--- config.mk ---
export PLATFORM = sky130hd
export DESIGN_NAME = bytepack_buffer
export DESIGN_NICKNAME = d
export VERILOG_FILES = /design/src/rtl/bytepack_pkg.sv /design/src/rtl/bytepack_dp.sv /design/src/rtl/bytepack_ctrl.sv /design/src/rtl/bytepack_buffer.sv
export SDC_FILE = /design/constraint.sdc
export NUM_CORES = 1
export LEC_CHECK = 0
export ABC_AREA = 1
export BUFFER_PORTS_ARGS = -buffer_cell sky130_fd_sc_hd__buf_4
export CAP_MARGIN = 20
export CORE_AREA = 4 4 92 128
export DETAILED_ROUTE_END_ITERATION = 6
export DIE_AREA = 0 0 96 132
export PLACE_DENSITY = 0.56
export SYNTH_ARGS = -nofsm -noshare
export SYNTH_HDL_FRONTEND = slang
export SYNTH_SLANG_ARGS = --single-unit
--- constraint.sdc ---
create_clock -name clk -period 3.26 [get_ports clk]
set_clock_uncertainty 0.15 [all_clocks]
set_input_delay 0.652 -clock clk [delete_from_list [all_inputs] [get_ports clk]]
set_output_delay 0.652 -clock clk [all_outputs]
set_load 0.01 [all_outputs]
--- src/rtl/bytepack_pkg.sv ---
package bytepack_pkg;
  // Accepted operations for one cycle, issued by control to the datapath.
  typedef struct packed {
    logic clr;
    logic wrHalf;
    logic wrByte;
    logic rdHalf;
    logic popTx;
    logic pushRx;
  } bufOp_t;
endpackage

--- src/rtl/bytepack_dp.sv ---
module bytepack_dp
  import bytepack_pkg::*;
#(
  parameter int BYTE_W    = 8,
  parameter int NUM_BYTES = 4
) (
  input  logic                              clk,
  input  logic                              rstN,
  input  bufOp_t                            op,
  input  logic                              byteOrder,
  input  logic [2*BYTE_W-1:0]               wrData,
  input  logic [BYTE_W-1:0]                 rxByte,
  output logic [$clog2(NUM_BYTES+1)-1:0]    txCount,
  output logic [$clog2(NUM_BYTES+1)-1:0]    rxCount,
  output logic [BYTE_W-1:0]                 txByte,
  output logic [2*BYTE_W-1:0]               rdData
);
  localparam int HALF_W = 2 * BYTE_W;
  localparam int BUF_W  = NUM_BYTES * BYTE_W;
  localparam int CNT_W  = $clog2(NUM_BYTES + 1);
  localparam logic [CNT_W-1:0] ONE = CNT_W'(1);
  localparam logic [CNT_W-1:0] TWO = CNT_W'(2);

  logic [BUF_W-1:0]  bufFlat;
  logic [HALF_W-1:0] halfIn;
  logic [HALF_W-1:0] lowHalf;
  logic              rdShift;

  // Byte order applied on the way in and on the way out.
  assign halfIn  = byteOrder ? wrData : {wrData[BYTE_W-1:0], wrData[HALF_W-1:BYTE_W]};
  assign lowHalf = bufFlat[HALF_W-1:0];
  assign rdData  = byteOrder ? lowHalf : {lowHalf[BYTE_W-1:0], lowHalf[HALF_W-1:BYTE_W]};
  assign rdShift = op.rdHalf && (rxCount > TWO);

  for (genvar g = 0; g < NUM_BYTES; g++) begin : gLane
    logic [BYTE_W-1:0] laneQ;
    logic [BYTE_W-1:0] fromHalf;
    logic [BYTE_W-1:0] fromByte;
    logic [BYTE_W-1:0] fromShift;

    if (g >= 2) begin : gHalfUp
      assign fromHalf = bufFlat[(g-2)*BYTE_W +: BYTE_W];
    end else begin : gHalfIn
      assign fromHalf = halfIn[g*BYTE_W +: BYTE_W];
    end

    if (g >= 1) begin : gByteUp
      assign fromByte = bufFlat[(g-1)*BYTE_W +: BYTE_W];
    end else begin : gByteIn
      assign fromByte = wrData[BYTE_W-1:0];
    end

    if (g + 2 < NUM_BYTES) begin : gShDown
      assign fromShift = bufFlat[(g+2)*BYTE_W +: BYTE_W];
    end else begin : gShZero
      assign fromShift = '0;
    end

    always_ff @(posedge clk) begin
      if (!rstN || op.clr) begin
        laneQ <= '0;
      end else if (op.wrHalf) begin
        laneQ <= fromHalf;
      end else if (op.wrByte) begin
        laneQ <= fromByte;
      end else if (rdShift) begin
        laneQ <= fromShift;
      end else if (op.pushRx && rxCount == CNT_W'(g)) begin
        laneQ <= rxByte;
      end
    end

    assign bufFlat[g*BYTE_W +: BYTE_W] = laneQ;
  end

  // Transmit byte: lane selected by the level minus one.
  always_comb begin
    txByte = '0;
    for (int i = 0; i < NUM_BYTES; i++) begin
      if (txCount == CNT_W'(i + 1)) txByte = bufFlat[i*BYTE_W +: BYTE_W];
    end
  end

  always_ff @(posedge clk) begin
    if (!rstN || op.clr) begin
      txCount <= '0;
    end else if (op.wrHalf) begin
      txCount <= txCount + TWO;
    end else if (op.wrByte) begin
      txCount <= txCount + ONE;
    end else if (op.popTx) begin
      txCount <= txCount - ONE;
    end
  end

  always_ff @(posedge clk) begin
    if (!rstN || op.clr) begin
      rxCount <= '0;
    end else if (op.rdHalf) begin
      if (rxCount > TWO)       rxCount <= rxCount - TWO;
      else if (rxCount != '0)  rxCount <= '0;
    end else if (op.pushRx) begin
      rxCount <= rxCount + ONE;
    end
  end
endmodule

--- src/rtl/bytepack_ctrl.sv ---
module bytepack_ctrl
  import bytepack_pkg::*;
#(
  parameter int NUM_BYTES = 4
) (
  input  logic                           clk,
  input  logic                           rstN,
  input  logic                           clearBuf,
  input  logic                           wrHalf,
  input  logic                           wrByte,
  input  logic                           rdHalf,
  input  logic                           txPop,
  input  logic                           rxPush,
  input  logic [$clog2(NUM_BYTES+1)-1:0] txCount,
  input  logic [$clog2(NUM_BYTES+1)-1:0] rxCount,
  output bufOp_t                         op,
  output logic                           txReady,
  output logic                           txUnderflow,
  output logic                           rxReady,
  output logic                           rxOverrun,
  output logic                           singleByte,
  output logic                           rdErr
);
  localparam int CNT_W = $clog2(NUM_BYTES + 1);
  localparam logic [CNT_W-1:0] TX_ROOM = CNT_W'(NUM_BYTES - 2);
  localparam logic [CNT_W-1:0] FULL    = CNT_W'(NUM_BYTES);
  localparam logic [CNT_W-1:0] ONE     = CNT_W'(1);
  localparam logic [CNT_W-1:0] TWO     = CNT_W'(2);

  logic selHalf, selByte, selRd, selPop, selPush;
  logic [CNT_W-1:0] txAfter;

  // Fixed priority: one request per cycle.
  assign selHalf = !clearBuf && wrHalf;
  assign selByte = !clearBuf && !wrHalf && wrByte;
  assign selRd   = !clearBuf && !wrHalf && !wrByte && rdHalf;
  assign selPop  = !clearBuf && !wrHalf && !wrByte && !rdHalf && txPop;
  assign selPush = !clearBuf && !wrHalf && !wrByte && !rdHalf && !txPop && rxPush;

  always_comb begin
    op        = '0;
    op.clr    = clearBuf;
    op.wrHalf = selHalf && (txCount <= TX_ROOM);
    op.wrByte = selByte && (txCount <= TX_ROOM);
    op.rdHalf = selRd;
    op.popTx  = selPop && (txCount != '0);
    op.pushRx = selPush && (rxCount < FULL);
  end

  always_comb begin
    if (op.wrHalf)      txAfter = txCount + TWO;
    else if (op.wrByte) txAfter = txCount + ONE;
    else                txAfter = txCount;
  end

  always_ff @(posedge clk) begin
    if (!rstN || clearBuf) begin
      txReady     <= 1'b0;
      txUnderflow <= 1'b0;
      rxReady     <= 1'b0;
      rxOverrun   <= 1'b0;
      singleByte  <= 1'b0;
      rdErr       <= 1'b0;
    end else begin
      rdErr <= selRd && (rxCount == '0);
      if (selHalf || selByte) begin
        txUnderflow <= 1'b0;
        if (txAfter > TX_ROOM) txReady <= 1'b0;
      end
      if (selPop) begin
        if (txCount == '0)                  txUnderflow <= 1'b1;
        else if (txCount - ONE <= TX_ROOM)  txReady     <= 1'b1;
      end
      if (selRd) begin
        rxOverrun <= 1'b0;
        if (rxCount == ONE)  singleByte <= 1'b1;
        if (rxCount <= TWO)  rxReady    <= 1'b0;
      end
      if (selPush) begin
        if (rxCount < FULL) rxReady   <= 1'b1;
        else                rxOverrun <= 1'b1;
      end
    end
  end
endmodule

--- src/rtl/bytepack_buffer.sv ---
module bytepack_buffer
  import bytepack_pkg::*;
#(
  parameter int BYTE_W    = 8,
  parameter int NUM_BYTES = 4
) (
  input  logic                           clk,
  input  logic                           rstN,
  input  logic                           clearBuf,
  input  logic                           byteOrder,
  input  logic                           wrHalf,
  input  logic                           wrByte,
  input  logic [2*BYTE_W-1:0]            wrData,
  input  logic                           rdHalf,
  output logic [2*BYTE_W-1:0]            rdData,
  input  logic                           txPop,
  output logic [BYTE_W-1:0]              txByte,
  input  logic                           rxPush,
  input  logic [BYTE_W-1:0]              rxByte,
  output logic [$clog2(NUM_BYTES+1)-1:0] txLevel,
  output logic [$clog2(NUM_BYTES+1)-1:0] rxLevel,
  output logic                           txReady,
  output logic                           txUnderflow,
  output logic                           rxReady,
  output logic                           rxOverrun,
  output logic                           singleByte,
  output logic                           rdErr
);
  bufOp_t op;

  bytepack_ctrl #(.NUM_BYTES(NUM_BYTES)) u_ctrl (
    .clk(clk), .rstN(rstN), .clearBuf(clearBuf), .wrHalf(wrHalf), .wrByte(wrByte),
    .rdHalf(rdHalf), .txPop(txPop), .rxPush(rxPush), .txCount(txLevel),
    .rxCount(rxLevel), .op(op), .txReady(txReady), .txUnderflow(txUnderflow),
    .rxReady(rxReady), .rxOverrun(rxOverrun), .singleByte(singleByte), .rdErr(rdErr)
  );

  bytepack_dp #(.BYTE_W(BYTE_W), .NUM_BYTES(NUM_BYTES)) u_dp (
    .clk(clk), .rstN(rstN), .op(op), .byteOrder(byteOrder), .wrData(wrData),
    .rxByte(rxByte), .txCount(txLevel), .rxCount(rxLevel), .txByte(txByte),
    .rdData(rdData)
  );
endmodule

==> impl_metrics.csv <==
group,metric,value,unit
status,status,"finished clean",
yosys,ys_top_cells_by_count,"nand2_1, a21oi_1, o21ai_0",
floorplan,die_w,96,microns
yosys,syn_nets,614,
yosys,yosys.area.top_type,"dfxtp_1",
floorplan,coreArea,0.0108,sq mm
floorplan,start_util,0.319,
critical_path,startpoint,"u_dp.txCount[0]$_SDFFE_PP0P_",
detailed_routing,postRouteAntennaNets,0,
sta,tns,0,ns
sta,relSlewSlack,0.501,
critical_path,slowest_delay,0.50,ns
detailed_routing,via_per_inst,4.99,
detailed_routing,via_count,3813,
sta,period_needed,2.89,ns
min_path,min_path_type,"register to register",
sta,finalHoldViolCount,0,
critical_path,r2r_cells,10,
clocking,clk_path_buf_depth,2,
critical_path,reg2reg_from,"u_dp.txCount[0]$_SDFFE_PP0P_",
layout,antenna_cells,0,
clocking,htreeDepth,2,
clocking,cts_setup_buffers,0,
clocking,clkLatencyLatePin,0.29,ns
detailed_routing,drt_iter0_drc,213,
layout,syn2layout_area_growth,20.6,%
min_path,min-delay-start,"u_ctrl.rxOverrun$_SDFF_PP0_",
critical_path,startpoint_type,"register",
global_route,grt_pass1_wl,18000,microns
floorplan,dieArea,0.0127,sq mm
clocking,cts-root-buf,"clkbuf_16",
sta,finalCritPeriodShare,0.887,
clocking,cts_hold_buf,0,
power_and_ir_drop,p_per_area,350,mW/mm^2
clocking,cts_tree,"yes",
critical_path,critPathKind,"register to output port",
yosys,syn_inst,567,
sta,rsz0062_at_grt,"false",
power_and_ir_drop,leakage,1.95,nW
floorplan,dieHeight,132,microns
detailed_routing,wl_per_cell,14.4,microns
placed_design,port_buffers,68,
detailed_routing,drc_errors,0,
power_and_ir_drop,ir_worst_vdd,205,uV
clocking,cts_resized,0,
layout,nFillCells,1135,
layout,multi_input_area,0.00219,sq mm
yosys,synth_warnings,0,
sta,slew_viol_final,0,
detailed_routing,first_pass_iters,5,
sta,worstMarginPinSlew,0.748,ns
critical_path,crit_path_cell_trace,"inv_1 > ha_1 > nand2_1 > nand2_1 > o22a_1 > buf_4",
layout,drive_gt1_frac,0.170,
critical_path,critPathSlowestCell,"nand2_1",
placed_design,hpwl,7800,microns
sta,setup-violations-final,0,
global_route,overflow,0,
flow_run,max_cap_violations,0,
placed_design,dp.cells,756,
floorplan,io_pins,69,
critical_path,cp_data_required_time,2.46,ns
yosys,ys_top_cells_by_area,"dfxtp_1, nand2_1, a21oi_1, o21ai_0, ha_1",
yosys,yosysSeqAreaShare,0.256,
sta,whs,0.316,ns
layout,fin_cells,764,
clocking,cts_sinks,44,
layout,regArea,881,sq um
clocking,cts.clk_slew.worst_paths,0.06,ns
layout,final_area,0.00415,sq mm
placed_design,dpl-instance-area,0.00400,sq mm
min_path,worstHoldPathCells,2,
yosys,syn_avg_cell_area,6.06,sq um
yosys,ys.flop_type,"dfxtp_1",
yosys,synth_edf_count,0,
critical_path,crit_path_end_kind,"output port",
yosys,netlist.area_leader.share,0.256,
critical_path,arrival,2.09,ns
placed_design,place_congestion,0.871,
sta,fin_ws,0.368,ns
yosys,ys_types,31,
yosys,synth_most_common_cell,"nand2_1",
global_route,grt_max_degree,50,
layout,final_nets,669,
placed_design,pre_cts_slack,0.635,ns
yosys,syn_area,0.00344,sq mm
global_route,first_global_vias,3753,
sta,timing.fmax,0.346,GHz
floorplan,num_rows,45,
global_route,antenna_found_initial,0,
critical_path,crit_top_cell,"nand2_1",
yosys,synthArstFlopShare,0,
yosys,synth-seq-cells,44,
global_route,grt_use_total,0.176,
clocking,cts_buffers,5,
critical_path,cp_max_fo,16,
detailed_routing,wirelength,11000,microns
cell families after synthesis:
kind of cell             Yosys count  share of synthesized area
buffers and inverters             75                      0.105
AND/OR/NAND/NOR                  293                      0.364
XOR/XNOR                           1                    0.00255
flip-flops                        44                      0.256
AO/OA/AOI/OAI                    140                      0.221
adder cells (fa/ha/maj)           14                     0.0510
final cells by class:
class	instances	area share
multi-input cells	448	0.529
flip-flops and latches	44	0.212
repair buffers	75	0.136
inverters	48	0.0435
well taps	141	0.0426
clock buffers	7	0.0344
clock inverters	1	0.00181
stage by stage:
stage          power [mW]  utilization
2_1_floorplan       0.824            -
3_3_place_gp        0.937        0.371
3_5_place_dp        0.941        0.371
4_1_cts              1.46        0.385
5_1_grt              1.53        0.385
6_report             1.45        0.385
layer usage:
layer / part of all wire / wire length, microns / global-route usage / vias to the layer above
met5: 0 / 0 / 0 / -
met3: 0.049 / 543 / 0.0246 / 23
met2: 0.49 / 5350 / 0.300 / 131
li1: - / - / - / 1956
met4: 0.027 / 296 / 0.0680 / 0
met1: 0.44 / 4820 / 0.219 / 1703
critical path: cells and delay by family, from the launching register on:
kind	cells	cell delay [ns]
simple gates	2	0.61
compound gates	1	0.22
flops	1	0.41
fa+ha+maj	1	0.27
buf+inv	2	0.30
sequential cells by signal (all words and copies together), names as in the netlist:
signal                flops
u_dp.gLane.fromShift     16
u_ctrl.rdErr              1
u_dp.gLane.laneQ         16
u_ctrl.txReady            1
u_ctrl.rxOverrun          1
u_ctrl.singleByte         1
u_ctrl.txUnderflow        1
u_dp.txCount              3
u_dp.rxCount              3
u_ctrl.rxReady            1
worst paths after layout:
kind,slack [ns],to
setup / recovery,0.37,txByte[1]
hold / removal,0.32,u_ctrl.rxOverrun$_SDFF_PP0_
setup reg to reg,0.77,u_dp.gLane[1].laneQ[1]$_SDFFE_PP0P_
hold reg to reg,0.32,u_ctrl.rxOverrun$_SDFF_PP0_
where the power goes:
part / total [mW] / internal, mW / leakage (nW) / switching [mW]
Clock: 0.523 / 0.306 / 0.0701 / 0.218
Sequential: 0.587 / 0.561 / 0.358 / 0.0265
Combinational: 0.342 / 0.127 / 1.53 / 0.215
Total: 1.45 / 0.993 / 1.95 / 0.459
layout by cell type, fill, tap and decap left out, drive strengths merged:
cell / n
ha: 14
o22a: 8
o21ai: 61
nand3: 36
clkinvlp: 1
nor3: 2
buf: 75
inv: 48
clkbuf: 7
o211ai: 8
nand3b: 2
dfxtp: 44
a21oi: 61
a32oi: 1
xor2: 1
nand2: 201
nor2: 52
a31oi: 1
No activity file was read; power rests on OpenSTA's default activity.
